===== src/rtl/twb_status_pkg.sv =====
package twb_status_pkg;

  localparam int unsigned BIT_BUSY   = 0;
  localparam int unsigned BIT_START  = 1;
  localparam int unsigned BIT_NINTH  = 2;
  localparam int unsigned BIT_EIGHTH = 3;
  localparam int unsigned STATUS_W   = 4;

  typedef struct packed {
    logic eighth;
    logic ninth;
    logic start_seen;
    logic busy;
  } twb_flags_t;

  typedef struct packed {
    logic start;
    logic stop;
    logic scl_rise;
  } twb_events_t;

endpackage


===== src/rtl/twb_line_watch.sv =====
module twb_line_watch
  import twb_status_pkg::*;
(
  input  logic        clk,
  input  logic        scl_i,
  input  logic        sda_i,
  output twb_events_t ev_o
);

  logic scl_q;
  logic sda_q;

  // Previous-sample registers follow the lines in every cycle, reset included,
  // so the first cycle after reset compares against real line history.
  always_ff @(posedge clk) begin
    scl_q <= scl_i;
    sda_q <= sda_i;
  end

  always_comb begin
    ev_o.start    = scl_q &  scl_i &  sda_q & ~sda_i;
    ev_o.stop     = scl_q &  scl_i & ~sda_q &  sda_i;
    ev_o.scl_rise = ~scl_q & scl_i;
  end

endmodule


===== src/rtl/twb_clock_counter.sv =====
module twb_clock_counter
  import twb_status_pkg::*;
#(
  parameter int unsigned FRAME_BITS = 8,
  localparam int unsigned LAST_CNT  = FRAME_BITS + 1,
  localparam int unsigned CNT_W     = $clog2(LAST_CNT + 1)
) (
  input  logic             clk,
  input  logic             rst,
  input  twb_events_t      ev_i,
  output logic [CNT_W-1:0] cnt_nxt_o,
  output logic             cnt_upd_o
);

  localparam logic [CNT_W-1:0] CNT_LAST = CNT_W'(LAST_CNT);
  localparam logic [CNT_W-1:0] CNT_ONE  = CNT_W'(1);

  logic [CNT_W-1:0] cnt_q;

  always_comb begin
    cnt_nxt_o = cnt_q;
    cnt_upd_o = 1'b0;
    if (ev_i.start) begin
      cnt_nxt_o = '0;
      cnt_upd_o = 1'b1;
    end else if (ev_i.scl_rise) begin
      cnt_upd_o = 1'b1;
      cnt_nxt_o = (cnt_q == CNT_LAST) ? CNT_ONE : cnt_q + CNT_ONE;
    end
  end

  always_ff @(posedge clk) begin
    if (rst) cnt_q <= '0;
    else     cnt_q <= cnt_nxt_o;
  end

endmodule


===== src/rtl/twb_status_flags.sv =====
module twb_status_flags
  import twb_status_pkg::*;
#(
  parameter int unsigned FRAME_BITS = 8,
  localparam int unsigned LAST_CNT  = FRAME_BITS + 1,
  localparam int unsigned CNT_W     = $clog2(LAST_CNT + 1)
) (
  input  logic             clk,
  input  logic             rst,
  input  logic             bus_mode_i,
  input  twb_events_t      ev_i,
  input  logic [CNT_W-1:0] cnt_nxt_i,
  input  logic             cnt_upd_i,
  output twb_flags_t       flags_o
);

  localparam logic [CNT_W-1:0] CNT_LAST = CNT_W'(LAST_CNT);
  localparam logic [CNT_W-1:0] CNT_DATA = CNT_W'(FRAME_BITS);
  localparam logic [CNT_W-1:0] CNT_ONE  = CNT_W'(1);

  logic at_last;
  logic at_data;
  logic at_low;
  logic at_zero;
  twb_flags_t flags_d;

  assign at_last = cnt_upd_i && (cnt_nxt_i == CNT_LAST);
  assign at_data = cnt_upd_i && (cnt_nxt_i == CNT_DATA);
  assign at_low  = cnt_upd_i && (cnt_nxt_i <= CNT_ONE);
  assign at_zero = cnt_upd_i && (cnt_nxt_i == '0);

  always_comb begin
    flags_d = flags_o;

    // Bus-condition flags: only alive in two-wire mode.
    if (!bus_mode_i) begin
      flags_d.busy       = 1'b0;
      flags_d.start_seen = 1'b0;
    end else begin
      if (ev_i.start)     flags_d.busy = 1'b1;
      else if (ev_i.stop) flags_d.busy = 1'b0;
      if (ev_i.start)     flags_d.start_seen = 1'b1;
      else if (at_last)   flags_d.start_seen = 1'b0;
    end

    // Clock-position flags: follow the counter in any mode.
    if (at_last)     flags_d.ninth = 1'b1;
    else if (at_low) flags_d.ninth = 1'b0;

    if (at_data)                 flags_d.eighth = 1'b1;
    else if (at_last || at_zero) flags_d.eighth = 1'b0;
  end

  always_ff @(posedge clk) begin
    if (rst) flags_o <= '0;
    else     flags_o <= flags_d;
  end

endmodule


===== src/rtl/twb_status_unit.sv =====
module twb_status_unit
  import twb_status_pkg::*;
#(
  parameter int unsigned FRAME_BITS = 8
) (
  input  logic                clk,
  input  logic                rst,
  input  logic                scl_i,
  input  logic                sda_i,
  input  logic                bus_mode_i,
  output logic [STATUS_W-1:0] status_o
);

  localparam int unsigned LAST_CNT = FRAME_BITS + 1;
  localparam int unsigned CNT_W    = $clog2(LAST_CNT + 1);

  twb_events_t      ev;
  logic [CNT_W-1:0] cnt_nxt;
  logic             cnt_upd;
  twb_flags_t       flags;

  twb_line_watch u_watch (
    .clk   (clk),
    .scl_i (scl_i),
    .sda_i (sda_i),
    .ev_o  (ev)
  );

  twb_clock_counter #(.FRAME_BITS(FRAME_BITS)) u_count (
    .clk       (clk),
    .rst       (rst),
    .ev_i      (ev),
    .cnt_nxt_o (cnt_nxt),
    .cnt_upd_o (cnt_upd)
  );

  twb_status_flags #(.FRAME_BITS(FRAME_BITS)) u_flags (
    .clk        (clk),
    .rst        (rst),
    .bus_mode_i (bus_mode_i),
    .ev_i       (ev),
    .cnt_nxt_i  (cnt_nxt),
    .cnt_upd_i  (cnt_upd),
    .flags_o    (flags)
  );

  assign status_o = flags;

endmodule


===== config.mk =====
export PLATFORM = sky130hd
export DESIGN_NAME = twb_status_unit
export DESIGN_NICKNAME = d
export VERILOG_FILES = /design/src/rtl/twb_status_pkg.sv /design/src/rtl/twb_line_watch.sv /design/src/rtl/twb_clock_counter.sv /design/src/rtl/twb_status_flags.sv /design/src/rtl/twb_status_unit.sv
export SDC_FILE = /design/constraint.sdc
export NUM_CORES = 1
export LEC_CHECK = 0
export BUFFER_PORTS_ARGS = -buffer_cell sky130_fd_sc_hd__clkbuf_2
export CAP_MARGIN = 40
export CORE_AREA = 2 2 39 41
export CTS_CLUSTER_SIZE = 16
export DETAILED_ROUTE_END_ITERATION = 10
export DIE_AREA = 0 0 41 43
export GPL_TIMING_DRIVEN = 0
export HOLD_SLACK_MARGIN = 0.03
export SLEW_MARGIN = 20
export SYNTH_ARGS = -nofsm -noshare
export SYNTH_HDL_FRONTEND = slang
export SYNTH_SLANG_ARGS = --single-unit

===== constraint.sdc =====
create_clock -name clk -period 2.63 [get_ports clk]
set_input_delay 0.3945 -clock clk [delete_from_list [all_inputs] [get_ports clk]]
set_output_delay 0.3945 -clock clk [all_outputs]
set_load 0.05 [all_outputs]

==> report_table.html, run 1 <==
<table>
<tr><th>Metric</th><th>Value</th></tr>
<tr><th colspan="2">Cells and area</th></tr>
<tr><td>Ant. Diodes</td><td>0</td></tr>
<tr><td>Synth-to-Final Area Change</td><td>20.4%</td></tr>
<tr><td>Post-route non-filler standard cell count</td><td>82</td></tr>
<tr><td>Summed area of non-filler cells in the final layout</td><td>569 sq um</td></tr>
<tr><td>Filler cell count in the final layout</td><td>149</td></tr>
<tr><td>NumNets Final</td><td>72</td></tr>
<tr><td>Fraction of final layout cells sized beyond drive strength 1</td><td>0.258</td></tr>
<tr><th colspan="2">Synth</th></tr>
<tr><td>Top flip-flop cell by instance count after synthesis</td><td>dfxtp_1</td></tr>
<tr><td>Synthesized net count</td><td>59</td></tr>
<tr><td>Count of flip-flops with a built-in enable after synthesis</td><td>0</td></tr>
<tr><td>YS warnings</td><td>0</td></tr>
<tr><td>Average cell area after synthesis</td><td>8.76 sq um</td></tr>
<tr><td>Count of different cell masters after synthesis</td><td>29</td></tr>
<tr><td>Cell taking the most area after synthesis</td><td>dfxtp_1</td></tr>
<tr><td>Synthesized area</td><td>473 sq um</td></tr>
<tr><td>Post-synthesis sequential element count</td><td>10</td></tr>
<tr><td>Leading post-synthesis cells by cell area</td><td>dfxtp_1 42%, nand3_1 4.2%, nor2_1 4.0%, a21oi_1 3.2%, nor3_1 3.2%</td></tr>
<tr><td>Share of the yosys chip area belonging to registers</td><td>0.423</td></tr>
<tr><td>Mapped Cells</td><td>54</td></tr>
<tr><td>Count leader, synth</td><td>dfxtp_1</td></tr>
<tr><td>Most numerous cell types in the synthesized netlist</td><td>10 x dfxtp_1, 5 x nor2_1, 4 x nand3_1</td></tr>
<tr><td>Share of synthesized registers carrying an async set or reset</td><td>0</td></tr>
<tr><td>Area share of the leading cell type in the synthesized netlist</td><td>0.423</td></tr>
<tr><th colspan="2">STA</th></tr>
<tr><td>Setup Skew</td><td>0.00127 ns</td></tr>
<tr><td>RSZ-0062 raised after global routing</td><td>false</td></tr>
<tr><td>Max Clock Freq</td><td>734 MHz</td></tr>
<tr><td>Slew at the pin closest to its max-slew limit</td><td>0.355 ns</td></tr>
<tr><td>Worst max-slew margin expressed relative to the limit</td><td>0.761</td></tr>
<tr><td>Hold violation total from the final report</td><td>0</td></tr>
<tr><td>Ratio of final minimum period to clock period</td><td>0.518</td></tr>
<tr><td>Final setup viols</td><td>0</td></tr>
<tr><td>Max-slew violation total from the final report</td><td>0</td></tr>
<tr><td>Final period demand of the worst path</td><td>1.36 ns</td></tr>
<tr><td>Sum of negative setup slack</td><td>0 ns</td></tr>
<tr><th colspan="2">Worst setup path</th></tr>
<tr><td>Category of the worst setup path capture point</td><td>register</td></tr>
<tr><td>Count of buffer and inverter cells on the critical path</td><td>0</td></tr>
<tr><td>Critical path, cell by cell</td><td>or3b_1, nor3_1, nor4b_1</td></tr>
<tr><td>Required time at the endpoint of the critical path</td><td>2.78 ns</td></tr>
<tr><td>CP startpoint kind</td><td>register</td></tr>
<tr><td>CP delay by family, top</td><td>simple AND/OR/NAND/NOR gates</td></tr>
<tr><td>CP arrival</td><td>1.52 ns</td></tr>
<tr><td>Worst stage delay on the critical path</td><td>0.43 ns</td></tr>
<tr><td>CP max FO</td><td>7</td></tr>
<tr><td>Type of the worst setup path</td><td>register to register</td></tr>
<tr><td>Standard cell with the maximum stage delay on the critical path</td><td>dfxtp_1</td></tr>
<tr><th colspan="2">GRT</th></tr>
<tr><td>First-pass GRT wire length</td><td>1.55 mm</td></tr>
<tr><td>Vias in the first global route</td><td>373</td></tr>
<tr><td>Pin count of the biggest net entering global routing</td><td>10</td></tr>
<tr><td>Aggregate global routing overflow</td><td>0</td></tr>
<tr><td>Global-route total usage across every layer</td><td>0.133</td></tr>
<tr><td>Antenna violations before repair</td><td>0</td></tr>
<tr><th colspan="2">Flow run</th></tr>
<tr><td>Max-Cap Viols</td><td>0</td></tr>
<tr><th colspan="2">Drt</th></tr>
<tr><td>First-pass iteration count of the detailed router</td><td>4</td></tr>
<tr><td>Final routed wire length divided by cell count</td><td>11.5 um</td></tr>
<tr><td>WL final</td><td>940 um</td></tr>
<tr><td>Via count</td><td>443</td></tr>
<tr><td>Via count normalized by instance count</td><td>5.40</td></tr>
<tr><td>1st-iter DRT viols</td><td>5</td></tr>
<tr><td>Total DRC errors in the routed layout</td><td>0</td></tr>
<tr><td>Number of nets with antenna violations after detailed routing</td><td>0</td></tr>
<tr><th colspan="2">CTS</th></tr>
<tr><td>Clock latency at the later pin of the worst-skew pair</td><td>0.27 ns</td></tr>
<tr><td>Clock buffers created by TritonCTS</td><td>3</td></tr>
<tr><td>CTS hold repair buffers</td><td>0</td></tr>
<tr><td>Reg clk slew, reported paths</td><td>0.07 ns</td></tr>
<tr><td>Post-CTS Setup Inserts</td><td>0</td></tr>
<tr><td>CTS tree</td><td>yes</td></tr>
<tr><td>Buffers from clock root to sink, at most</td><td>2</td></tr>
<tr><td>Cells resized by post-CTS repair</td><td>0</td></tr>
<tr><td>Count of clock tree sinks</td><td>10</td></tr>
<tr><td>Buffer type at the clock tree root</td><td>clkbuf_4</td></tr>
<tr><td>Number of H-tree levels</td><td>1</td></tr>
<tr><th colspan="2">Min path</th></tr>
<tr><td>Hold Crit Class</td><td>input port to register</td></tr>
<tr><th colspan="2">Floorplanning</th></tr>
<tr><td>Core Rows</td><td>14</td></tr>
<tr><td>Starting density of the core</td><td>0.342</td></tr>
<tr><td>Io pins</td><td>9</td></tr>
<tr><td>Vertical die dimension</td><td>43 um</td></tr>
<tr><td>Die area</td><td>1760 sq um</td></tr>
<tr><td>Core region area</td><td>1380 sq um</td></tr>
<tr><td>Horiz. Die Dim</td><td>41 um</td></tr>
<tr><th colspan="2">Pwr</th></tr>
<tr><td>Clock Power Share</td><td>0.429</td></tr>
<tr><td>Maximum VDD drop</td><td>0.248 mV</td></tr>
<tr><td>Net switching power of the design</td><td>82.7 uW</td></tr>
<tr><td>Static Leak</td><td>0.000231 uW</td></tr>
<tr><td>Cell-internal power</td><td>253 uW</td></tr>
<tr><td>Pwr Density</td><td>590 nW/um^2</td></tr>
<tr><td>Combinational Power Share</td><td>0.098</td></tr>
<tr><td>Share of total power consumed by net switching</td><td>0.246</td></tr>
<tr><td>Sequential share of power</td><td>0.473</td></tr>
<tr><th colspan="2">Place</th></tr>
<tr><td>IO Port Bufs</td><td>8</td></tr>
<tr><td>Area of placed instances</td><td>533 sq um</td></tr>
<tr><td>Final RePlAce weighted congestion</td><td>0.758</td></tr>
<tr><td>HPWL reported at the end of detailed placement</td><td>694 um</td></tr>
<tr><td>Post-placement cell count</td><td>78</td></tr>
<tr><th colspan="2">Status</th></tr>
<tr><td>Result of the run</td><td>complete, no violations</td></tr>
</table>
placed cells by master, fill, tap and decap left out, types with 2 or more instances in the layout:
cell type  Yosys  final
nor3_1         3      3
nand3_1        4      4
dfxtp_1       10     10
nand2b_1       2      2
a21oi_1        3      3
nor2_1         5      5
o21ai_1        2      2
clkbuf_4       0      3
nand2_1        2      2
clkbuf_2       0      8
o21ai_0        3      3
state kept, by name (all words and copies together) (netlist names):
name	count
u_flags.flags_o	4
u_count.cnt_q	4
u_watch.scl_q	1
u_watch.sda_q	1
power by group through the flow:
stage | Combinational [uW] | Sequential, uW | Clock, uW
after floorplan | 18.1 | 167 | 0
after global placement | 32.7 | 162 | 0
after detailed placement | 33.2 | 162 | 0
after CTS | 33.0 | 159 | 145
after global routing | 36.4 | 159 | 152
final | 32.8 | 159 | 144
metal layers:
layer  up-vias  wire length [um]  global-route usage
met4         0                31               0.100
li1        225                 -                   -
met1       198               432               0.182
met2        15               434               0.172
met3         5                41              0.0314
met5         -                 0                   0
stage by stage:
stage | worst slack (ns) | utilization | power (uW) | hold WS (ns)
finish | 1.27 | 0.411 | 336 | 0.266
global route | 1.20 | 0.411 | 348 | 0.273
CTS | 1.27 | 0.411 | 337 | 0.267
detailed placement | 1.30 | 0.385 | 195 | 0.499
global placement | 1.30 | 0.385 | 195 | 0.490
floorplan | 1.40 | - | 185 | 0.422
kinds of logic (layout without fill, tap and decap cells):
family / after synthesis / after routing / synth area share
compound gates: 17 / 17 / 0.235
flops: 10 / 10 / 0.423
xor+xnor: 1 / 1 / 0.0185
simple gates: 24 / 24 / 0.288
buf+inv: 2 / 14 / 0.0344
worst paths after layout:
kind         cells past startpoint  slack, ns               start                  to
min                              1       0.27               sda_i       u_watch.sda_q
max reg2reg                      3       1.27    u_count.cnt_q[3]  u_flags.flags_o[1]
min reg2reg                      2       0.51  u_flags.flags_o[1]  u_flags.flags_o[1]
max                              3       1.27    u_count.cnt_q[3]  u_flags.flags_o[1]
cell type report:
cell class              count  area (sq um)  area share
multi-input cells          42           256       0.451
repair buffers              8          40.0      0.0703
well taps                  16          20.0      0.0352
plain buffers               2          16.3      0.0286
clock buffers               4          36.3      0.0637
flip-flops and latches     10           200       0.352
Power figures use the tool's default switching activity.
==> run 2, diff against run 1 <==
Settings changed: ABC_AREA set to 1.
Clock period 2.63 ns to 1.14 ns, I/O delays scaled along.
==> run 2 against run 1 <==
  * Register-to-register slack got worse by 1.3 ns
  * Design area increased by 16%
  * Die area unchanged
  * The run now ends with negative setup slack left
  * Largest power group unchanged
==> report_table.html, run 2 <==
<table>
<tr><th>Metric</th><th>Value</th></tr>
<tr><th colspan="2">Status</th></tr>
<tr><td>Result of the run</td><td>finished, violations left</td></tr>
<tr><td>Violated checks</td><td>negative setup slack</td></tr>
<tr><th colspan="2">GRT</th></tr>
<tr><td>M2 GR Usage</td><td>0.219</td></tr>
<tr><td>Met3 Resource Use GR</td><td>0.0314</td></tr>
<tr><td>GR Util met1</td><td>0.211</td></tr>
<tr><td>Global-route total usage across every layer</td><td>0.154</td></tr>
<tr><td>Vias in the first global route</td><td>464</td></tr>
<tr><td>Global routing's busiest layer</td><td>met2</td></tr>
<tr><td>Aggregate global routing overflow</td><td>0</td></tr>
<tr><td>Antenna violations before repair</td><td>0</td></tr>
<tr><td>First-pass GRT wire length</td><td>1.88 mm</td></tr>
<tr><td>Pin count of the biggest net entering global routing</td><td>7</td></tr>
<tr><th colspan="2">CTS</th></tr>
<tr><td>Buffers from clock root to sink, at most</td><td>2</td></tr>
<tr><td>Clock latency at the later pin of the worst-skew pair</td><td>0.27 ns</td></tr>
<tr><td>CTS hold repair buffers</td><td>0</td></tr>
<tr><td>CTS tree</td><td>yes</td></tr>
<tr><td>Buffer type at the clock tree root</td><td>clkbuf_4</td></tr>
<tr><td>Reg clk slew, reported paths</td><td>0.06 ns</td></tr>
<tr><td>Number of H-tree levels</td><td>1</td></tr>
<tr><td>Clock buffers created by TritonCTS</td><td>3</td></tr>
<tr><td>Count of clock tree sinks</td><td>10</td></tr>
<tr><th colspan="2">Cells and area</th></tr>
<tr><td>Synth-to-Final Area Change</td><td>32.3%</td></tr>
<tr><td>Ant. Diodes</td><td>0</td></tr>
<tr><td>Commonest non-fill, non-tap cell in the layout</td><td>nand2_1</td></tr>
<tr><td>Post-layout util</td><td>0.478</td></tr>
<tr><td>Filler cell count in the final layout</td><td>142</td></tr>
<tr><td>Fraction of final layout cells sized beyond drive strength 1</td><td>0.476</td></tr>
<tr><td>Top library cells by usage in the layout, fill and taps aside</td><td>11 x nand2_1, 8 x clkbuf_2, 7 x nor2_1</td></tr>
<tr><td>Regs by FF count</td><td>u_count.cnt_q x4, u_flags.flags_o x4</td></tr>
<tr><td>Post-route non-filler standard cell count</td><td>100</td></tr>
<tr><td>NumNets Final</td><td>91</td></tr>
<tr><th colspan="2">Worst setup path</th></tr>
<tr><td>CP delay by family, top</td><td>simple AND/OR/NAND/NOR gates</td></tr>
<tr><td>Most common cell on crit path</td><td>nand2_2</td></tr>
<tr><td>Category of the worst setup path capture point</td><td>register</td></tr>
<tr><td>Standard cell with the maximum stage delay on the critical path</td><td>dfxtp_4</td></tr>
<tr><td>CP arrival</td><td>1.35 ns</td></tr>
<tr><td>Critical path, cell by cell</td><td>nand2_2, inv_2, nand2_4, nand2_2, inv_2, nand2_4, nand2_2, nor2_4, nand3_2, nand2_1, nor2_1</td></tr>
<tr><td>CP startpoint kind</td><td>register</td></tr>
<tr><td>FF-to-FF Start</td><td>u_watch.scl_q</td></tr>
<tr><td>Count of buffer and inverter cells on the critical path</td><td>2</td></tr>
<tr><td>Worst stage delay on the critical path</td><td>0.37 ns</td></tr>
<tr><td>Required time at the endpoint of the critical path</td><td>1.30 ns</td></tr>
<tr><td>CP max FO</td><td>6</td></tr>
<tr><td>Origin of the worst setup path</td><td>u_watch.scl_q</td></tr>
<tr><td>Type of the worst setup path</td><td>register to register</td></tr>
<tr><th colspan="2">STA</th></tr>
<tr><td>Worst hold slack</td><td>0.0709 ns</td></tr>
<tr><td>Sum of negative setup slack</td><td>-0.115 ns</td></tr>
<tr><td>Hold violation total from the final report</td><td>0</td></tr>
<tr><td>Max Clock Freq</td><td>844 MHz</td></tr>
<tr><td>Ratio of final minimum period to clock period</td><td>1.04</td></tr>
<tr><td>Final setup viols</td><td>3</td></tr>
<tr><td>Max-slew violation total from the final report</td><td>0</td></tr>
<tr><td>RSZ-0062 raised after global routing</td><td>true</td></tr>
<tr><td>Worst max-slew margin expressed relative to the limit</td><td>0.816</td></tr>
<tr><td>Setup Skew</td><td>0.00243 ns</td></tr>
<tr><td>Slew at the pin closest to its max-slew limit</td><td>0.277 ns</td></tr>
<tr><td>Final period demand of the worst path</td><td>1.19 ns</td></tr>
<tr><td>Worst Setup Slack, final</td><td>-0.0451 ns</td></tr>
<tr><th colspan="2">Synth</th></tr>
<tr><td>YS warnings</td><td>0</td></tr>
<tr><td>Share of synthesized registers carrying an async set or reset</td><td>0</td></tr>
<tr><td>Top flip-flop cell by instance count after synthesis</td><td>dfxtp_1</td></tr>
<tr><td>Cell taking the most area after synthesis</td><td>dfxtp_1</td></tr>
<tr><td>Share of the yosys chip area belonging to registers</td><td>0.400</td></tr>
<tr><td>Synthesized area</td><td>500 sq um</td></tr>
<tr><td>Post-synthesis sequential element count</td><td>10</td></tr>
<tr><td>Count leader, synth</td><td>nand2_1</td></tr>
<tr><td>Most numerous cell types in the synthesized netlist</td><td>15 x nand2_1, 10 x dfxtp_1, 10 x inv_1</td></tr>
<tr><td>Leading post-synthesis cells by cell area</td><td>dfxtp_1 40%, nand2_1 11%, inv_1 7.5%, nor2_1 6.8%, nand3_2 6.0%</td></tr>
<tr><td>Average cell area after synthesis</td><td>7.25 sq um</td></tr>
<tr><td>Count of flip-flops with a built-in enable after synthesis</td><td>0</td></tr>
<tr><td>Mapped Cells</td><td>69</td></tr>
<tr><td>Count of different cell masters after synthesis</td><td>17</td></tr>
<tr><td>Synthesized net count</td><td>74</td></tr>
<tr><td>Area share of the leading cell type in the synthesized netlist</td><td>0.400</td></tr>
<tr><th colspan="2">Floorplanning</th></tr>
<tr><td>Starting density of the core</td><td>0.362</td></tr>
<tr><td>Die area</td><td>1760 sq um</td></tr>
<tr><td>Io pins</td><td>9</td></tr>
<tr><td>Core region area</td><td>1380 sq um</td></tr>
<tr><td>Vertical die dimension</td><td>43 um</td></tr>
<tr><td>Core Rows</td><td>14</td></tr>
<tr><td>Horiz. Die Dim</td><td>41 um</td></tr>
<tr><th colspan="2">Drt</th></tr>
<tr><td>Via count</td><td>468</td></tr>
<tr><td>WL final</td><td>1.04 mm</td></tr>
<tr><td>First-pass iteration count of the detailed router</td><td>4</td></tr>
<tr><td>Total DRC errors in the routed layout</td><td>0</td></tr>
<tr><td>1st-iter DRT viols</td><td>4</td></tr>
<tr><td>Number of nets with antenna violations after detailed routing</td><td>0</td></tr>
<tr><td>Via count normalized by instance count</td><td>4.68</td></tr>
<tr><td>Final routed wire length divided by cell count</td><td>10.4 um</td></tr>
<tr><th colspan="2">Min path</th></tr>
<tr><td>Hold Crit Class</td><td>input port to register</td></tr>
<tr><td>Launch point of the worst hold path</td><td>sda_i</td></tr>
<tr><th colspan="2">Place</th></tr>
<tr><td>Final RePlAce weighted congestion</td><td>0.760</td></tr>
<tr><td>IO Port Bufs</td><td>8</td></tr>
<tr><td>HPWL reported at the end of detailed placement</td><td>727 um</td></tr>
<tr><td>Post-placement cell count</td><td>93</td></tr>
<tr><th colspan="2">Pwr</th></tr>
<tr><td>Pwr Density</td><td>1120 nW/um^2</td></tr>
<tr><td>Static Leak</td><td>0.000332 uW</td></tr>
<tr><td>Maximum VDD drop</td><td>0.632 mV</td></tr>
<tr><th colspan="2">Flow run</th></tr>
<tr><td>Max-Cap Viols</td><td>0</td></tr>
</table>
run 2: cell types whose count changed after synthesis, moves of 3 or more:
cell / previous run / this run
nor2_1: 5 / 9
nor3_1: 3 / 0
nand3_2: 0 / 3
nand2_1: 2 / 15
inv_1: 0 / 10
run 2: worst register-to-register path, cell delays in order, from the launching register on:
cell	delay, ns
dfxtp_4	0.37
nand2_2	0.05
inv_2	0.07
nand2_4	0.07
nand2_2	0.07
inv_2	0.04
nand2_4	0.06
nand2_2	0.06
nor2_4	0.10
nand3_2	0.08
nand2_1	0.06
nor2_1	0.03
run 2: final timing paths:
kind	slack [ns]	endpoint	depth (start not counted)
setup / recovery	-0.05	u_flags.flags_o[3]	11
hold / removal	0.07	u_watch.sda_q	1
setup reg to reg	-0.05	u_flags.flags_o[3]	11
hold reg to reg	0.48	u_flags.flags_o[2]	2
run 2: final cells by class:
type                            count  area (sq um)  share of cell area
Clock buffer                        3          22.5              0.0340
Inverter                           12          45.0              0.0681
Multi-Input combinational cell     47           289               0.437
Sequential cell                    10           211               0.319
Tap cell                           16          20.0              0.0302
Timing Repair Buffer               12          73.8               0.112
run 2: cell families after synthesis:
group | Yosys count | synth area share
buffers and inverters | 12 | 0.0900
xor gates and xnor gates | 2 | 0.0350
and+or+nand+nor | 38 | 0.387
AOI/OAI and AO/OA | 7 | 0.0875
DFF | 10 | 0.400
run 2: through the flow:
stage	setup slack, ns	power, uW	area (sq um)
final	-0.0451	743	662
after global routing	-0.134	784	662
after CTS	-0.0703	744	643
after detailed placement	-0.123	480	563
after global placement	-0.109	478	563
after floorplan	0.0231	454	503
run 2: routing by layer:
layer,share of wire,wire [um],vias to the layer above
li1,-,-,249
met2,0.50,519,6
met5,0,0,-
met1,0.44,458,211
met4,0.024,25,0
met3,0.031,32,2
run 2: what timing repair did:
item                       CTS  global route
pin swaps                    4             5
setup buffers                5             1
setup endpoints to repair    3             5
resized for setup           11            10
run 2: report_power, final:
part           internal [uW]  total [uW]  switching (uW)  leakage [uW]
Sequential               363         377            14.0     0.0000837
Clock                    122         243             121     0.0000138
Combinational           48.4         124            75.1      0.000234
